`src/rtl/gpo_pad_pkg.sv`:
```
package gpo_pad_pkg;

    // Synchroniser length on the pad input path
    localparam int SYNC_DEPTH = 2;

    // Latched pad role
    typedef struct packed {
        logic drive;     // 1: pad is an output
        logic idle_lvl;  // level driven while the control bit is 1
    } pin_cfg_t;

    // Bit 0 alone selects the output role; bit 1 only matters when driving
    function automatic pin_cfg_t decode_strap(input logic [1:0] s);
        pin_cfg_t c;
        c.drive    = s[0];
        c.idle_lvl = s[0] & s[1];
        return c;
    endfunction

endpackage

```
`src/rtl/strap_capture.sv`:
```
module strap_capture
    import gpo_pad_pkg::*;
(
    input  logic       clk,
    input  logic       rst_n,
    input  logic [1:0] strap_i,
    output pin_cfg_t   cfg_o,
    output logic       latched_o
);

    typedef struct packed {
        logic     latched;
        pin_cfg_t cfg;
    } cap_state_t;

    cap_state_t st_d, st_q;

    always_comb begin
        st_d = st_q;
        if (!st_q.latched) begin
            st_d.cfg     = decode_strap(strap_i);
            st_d.latched = 1'b1;
        end
    end

    always_ff @(posedge clk or negedge rst_n) begin
        if (!rst_n) begin
            st_q <= '0;
        end else begin
            st_q <= st_d;
        end
    end

    assign cfg_o     = st_q.cfg;
    assign latched_o = st_q.latched;

endmodule

```
`src/rtl/pad_sync.sv`:
```
module pad_sync #(
    parameter int   DEPTH     = 2,
    parameter logic RESET_VAL = 1'b1
) (
    input  logic clk,
    input  logic rst_n,
    input  logic d_i,
    output logic q_o
);

    typedef struct packed {
        logic [DEPTH-1:0] chain;
    } sync_state_t;

    sync_state_t st_d, st_q;

    always_comb begin
        st_d = st_q;
        st_d.chain = {st_q.chain[DEPTH-2:0], d_i};
    end

    always_ff @(posedge clk or negedge rst_n) begin
        if (!rst_n) begin
            st_q.chain <= {DEPTH{RESET_VAL}};
        end else begin
            st_q <= st_d;
        end
    end

    assign q_o = st_q.chain[DEPTH-1];

endmodule

```
`src/rtl/ctrl_reg.sv`:
```
module ctrl_reg #(
    parameter int DATA_W   = 8,
    parameter int CTRL_BIT = 7
) (
    input  logic              clk,
    input  logic              rst_n,
    input  logic              we_i,
    input  logic              wbit_i,
    output logic              ctrl_o,
    output logic [DATA_W-1:0] rdata_o
);

    typedef struct packed {
        logic ctrl;
    } reg_state_t;

    reg_state_t st_d, st_q;

    always_comb begin
        st_d = st_q;
        if (we_i) begin
            st_d.ctrl = wbit_i;
        end
    end

    always_ff @(posedge clk or negedge rst_n) begin
        if (!rst_n) begin
            st_q.ctrl <= 1'b1;
        end else begin
            st_q <= st_d;
        end
    end

    // Unused bit positions read as zero
    always_comb begin
        rdata_o           = '0;
        rdata_o[CTRL_BIT] = st_q.ctrl;
    end

    assign ctrl_o = st_q.ctrl;

endmodule

```
`src/rtl/gpo_pad_ctrl.sv`:
```
module gpo_pad_ctrl
    import gpo_pad_pkg::*;
#(
    parameter int DATA_W   = 8,
    parameter int CTRL_BIT = 7
) (
    input  logic              clk,
    input  logic              rst_n,
    input  logic [1:0]        strap_i,
    input  logic              pad_i,
    input  logic              reg_we_i,
    input  logic [DATA_W-1:0] reg_wdata_i,
    output logic [DATA_W-1:0] reg_rdata_o,
    output logic              pad_o,
    output logic              pad_oe_o,
    output logic              suspend_req_o
);

    pin_cfg_t cfg;
    logic     cfg_latched;
    logic     ctrl_bit;
    logic     pad_sync_q;

    strap_capture u_strap (
        .clk       (clk),
        .rst_n     (rst_n),
        .strap_i   (strap_i),
        .cfg_o     (cfg),
        .latched_o (cfg_latched)
    );

    pad_sync #(
        .DEPTH     (SYNC_DEPTH),
        .RESET_VAL (1'b1)
    ) u_sync (
        .clk   (clk),
        .rst_n (rst_n),
        .d_i   (pad_i),
        .q_o   (pad_sync_q)
    );

    ctrl_reg #(
        .DATA_W   (DATA_W),
        .CTRL_BIT (CTRL_BIT)
    ) u_reg (
        .clk     (clk),
        .rst_n   (rst_n),
        .we_i    (reg_we_i),
        .wbit_i  (reg_wdata_i[CTRL_BIT]),
        .ctrl_o  (ctrl_bit),
        .rdata_o (reg_rdata_o)
    );

    logic drive_en;
    logic sense_en;

    always_comb begin
        drive_en      = cfg_latched & cfg.drive;
        sense_en      = cfg_latched & ~cfg.drive;
        pad_oe_o      = drive_en;
        // Control 1 keeps the idle level, control 0 inverts it
        pad_o         = drive_en & (cfg.idle_lvl ~^ ctrl_bit);
        suspend_req_o = sense_en & ~pad_sync_q;
    end

endmodule

```
`config.mk`:
```
export PLATFORM = sky130hd
export DESIGN_NAME = gpo_pad_ctrl
export DESIGN_NICKNAME = d
export VERILOG_FILES = /design/src/rtl/gpo_pad_pkg.sv /design/src/rtl/strap_capture.sv /design/src/rtl/pad_sync.sv /design/src/rtl/ctrl_reg.sv /design/src/rtl/gpo_pad_ctrl.sv
export SDC_FILE = /design/constraint.sdc
export NUM_CORES = 1
export LEC_CHECK = 0
export ABC_AREA = 1
export BUFFER_PORTS_ARGS = -buffer_cell sky130_fd_sc_hd__buf_2
export CAP_MARGIN = 40
export CORE_AREA = 3 3 40 42
export CTS_CLUSTER_SIZE = 28
export DETAILED_ROUTE_END_ITERATION = 10
export DIE_AREA = 0 0 43 45
export HOLD_SLACK_MARGIN = 0.1
export PLACE_DENSITY = 0.6
export SETUP_SLACK_MARGIN = 0.05
export SYNTH_ARGS = -nofsm -noshare
export SYNTH_HDL_FRONTEND = slang
export SYNTH_SLANG_ARGS = --single-unit
```
`constraint.sdc`:
```
create_clock -name clk -period 1.97 [get_ports clk]
set_input_delay 0.2955 -clock clk [delete_from_list [all_inputs] [get_ports clk]]
set_output_delay 0.2955 -clock clk [all_outputs]
set_load 0.01 [all_outputs]
```
# == After elaboration in Yosys (flattened, before gate mapping) ==
# Cells that the tools add are included.
# classes
bitwise,8
# op_table
operator,count
bitwise AND 1 bit,5
NOT 1 bit,2
XNOR 1 bit,1
# totals
reg_bits,6
inputBits,14
word_cells,13

# == Longest topological paths before layout ==
# logic_depth
word_depth,3
depth_mapped,4

# == Modules after synthesis ==
# Synthesis repeated with hierarchy kept, for this count alone.
# hier_totals
cells_unflattened,35
area_unflattened_um2,307.8
# by_module_without_submodules
module,cells_per_inst,instances,area_each_um2
strap_capture,11,1,111.4
ctrl_reg,14,1,105.1
pad_sync,2,1,52.6
gpo_pad_ctrl,8,1,38.8

# == Worst setup path after synthesis ==
# No wires, ideal clock.
# synth_path
path_type,register to output
from,"register u_reg.st_q, in the netlist u_reg.ctrl_o"
to,output port pad_o
path_slack_ns,0.963
stages_incl_launch_ff,3
path_buffers,0
required_time_ns,1.674
arrival_ns,0.712
path_cell_list,dfstp_2 nor2_1 nor2_2
# synth_via
elab_chain_len,2
# synth_rtl
item,line_no,rtl
start: declaration,ctrl_reg.sv:17,"reg_state_t st_d, st_q;"
start signal: assignment,ctrl_reg.sv:30,st_q <= st_d;
XNOR 1 bit,gpo_pad_ctrl.sv:62,pad_o = drive_en & (cfg.idle_lvl ~^ ctrl_bit);
bitwise AND 1 bit,gpo_pad_ctrl.sv:62,
end: declaration,gpo_pad_ctrl.sv:14,"output logic pad_o,"
# Every way passes these cells.

# == Worst setup path in the final report ==
# Ends and elaborated chain as after synthesis.

==> out/qor.yml <==
status: "complete, no violations"
switching_share_pct: 25.3
crit_path_start: "u_reg.ctrl_o$_DFFE_PN1P_"
clk_latency_ns: 0.25
start_util_pct: 22.7
cts_buffer_depth: 2
fin_nets: 60
dr_total_vias: 210
clock.fmax_ghz: 0.725
grt_pass1_vias: 186
ant_nets: 0
critPathTopFamily: "flip-flops"
endpoint_kind: "output pin"
fin_tns_setup_ns: 0
powerDensity_nw_per_um2: 844
pwr-share-comb_pct: 12.5
p_leak_nw: 0.201
ys_seq_area_share_pct: 52.8
r2r_slack_ns: 1.17
die-area_sq_um: 1940
numPortBuffers: 10
syn_to_final_growth_pct: 23.2
ys_ff_latch: 6
drt_pre_antenna_iters: 1
layout_commonest_cell: "buf_2"
p_switching_uw: 76.7
htree_levels: 1
slew_viol_final: 0
fp.coreArea_sq_um: 1280
first_iter_violations: 0
antenna_found_initial: 0
peakVddDrop_uv: 324
grt_overflow: 0
period_share_pct: 70.0
critPathRequiredTime_ns: 1.67
cts_resized: 0
n_antenna_cell: 0
dp.cells: 55
grt_start_max_net_pins: 7
critical_path_buf_inv_count: 1
viasPerCell: 3.50
setup_viol: 0
layout-drive-gt1-share_pct: 42.2
clock_sinks: 6
cts_made_buffers: 3
syn-instance-count: 32
syn_area_per_cell_sq_um: 9.11
wl_per_cell_um: 7.27
ys_types: 14
routed_wl_um: 436
layout_common_cells: "10 x buf_2, 8 x conb_1, 5 x nand2_1"
layoutNonFillerInstCount: 60
cp_data_arrival_time_ns: 1.08
cellInternalPower_uw: 226
io_pins: 25
r2r-start: "u_reg.ctrl_o$_DFFE_PN1P_"
clk_pin_slew_ns: 0.04
cp-start-kind: "flop"
post-route-drc-count: 0
die_h_um: 45
netlist_area_sq_um: 292
slowest_delay_ns: 0.55
post_cts_buffers: 0
die_w_um: 43
worstHoldPathType: "primary input to flop"
min_period_ns: 1.38
synth-warning-count: 0
track_usage_pct: 6.05
p_seq_share_pct: 46.0
path_class: "flop to output pin"
min_from: "pad_i"
path_max_fanout: 4
slowest_stage: "dfstp_2"
grt_pass1_wl_um: 772
cap_viol_max_count: 0
rsz0062_at_grt: "false"
finClkSkew_ns: 0.0000472
finalPower_uw: 303
num_rows: 13
place_congestion: 0.635
power_frac_clock_pct: 41.5
cts_tree: "yes"
path_cells: "nand2_1 -> nand2_2 -> nor2_2 -> buf_2"
finalHoldViolCount: 0
root_buffer: "clkbuf_4"
sequential cells by signal, indices dropped and copies added, names as in the netlist:
| name | count |
|---|---|
| u_sync.st_q | 2 |
| u_reg.ctrl_o | 1 |
| u_strap.latched_o | 1 |
| u_strap.cfg_o | 2 |
cells in the mapped netlist:
library cell / number / area (sq um)
buf_4: 8 / 60.1
nand2_1: 5 / 18.8
dfrtp_1: 3 / 75.1
dfstp_2: 3 / 78.8
inv_1: 3 / 11.3
conb_1: 2 / 7.51
inv_2: 1 / 3.75
nand2_2: 1 / 6.26
nand3_1: 1 / 5.00
nor2_1: 1 / 3.75
nor2_2: 1 / 6.26
nor3_1: 1 / 5.00
o21ai_0: 1 / 5.00
o21ai_1: 1 / 5.00
logic make-up after synthesis:
family	after synthesis	synth area share [%]
flip-flops	6	52.8
buffers and inverters	12	25.8
other	2	2.58
AND/OR/NAND/NOR	10	15.4
AO/OA/AOI/OAI	2	3.43
layer usage:
metal	GRT usage, %	vias to the layer above	part of all wire [%]
met3	4.78	2	20
met5	0	-	0
li1	-	105	-
met1	6.42	85	41
met4	5.42	0	1.8
met2	7.49	18	37
path summary, 6_finish.rpt:
kind | to | depth (start not counted)
min in group asynchronous | u_strap.cfg_o[0]$_DFFE_PN0N_ | 2
max | pad_o | 4
max in group asynchronous | u_sync.st_q[1]$_DFF_PN1_ | 2
min | u_sync.st_q[0]$_DFF_PN1_ | 1
max reg2reg | u_reg.ctrl_o$_DFFE_PN1P_ | 2
min reg2reg | u_sync.st_q[1]$_DFF_PN1_ | 0
stage by stage:
stage / setup slack, ns / cell area [sq um] / hold slack (ns) / util (%)
detailed placement: 0.844 / 323 / 0.121 / 25.1
CTS: 0.579 / 359 / 0.146 / 27.9
floorplan: 0.963 / 314 / -0.0000911 / -
finish: 0.591 / 359 / 0.149 / 27.9
global route: 0.506 / 359 / 0.123 / 27.9
global placement: 0.850 / 323 / 0.121 / 25.1
cell type report:
type | count | area (sq um)
multi-input cells | 20 | 85.1
repair buffers | 11 | 60.1
well taps | 15 | 18.8
clock buffers | 4 | 26.3
fillers | 135 | 926
inverters | 4 | 15.0
flip-flops and latches | 6 | 154
power by group through the flow:
stage	registers [mW]	logic, mW	clock network [mW]
after detailed placement	0.141	0.0367	0
final	0.139	0.0378	0.126
after global routing	0.141	0.0437	0.148
after CTS	0.140	0.0384	0.129
after global placement	0.141	0.0363	0
after floorplan	0.140	0.0345	0
what timing repair did:
action	in CTS	in global routing
endpoints found under the setup margin	0	0
hold buffers	1	0
endpoints found under the hold margin	6	0
(Power assumes the default switching activity.)
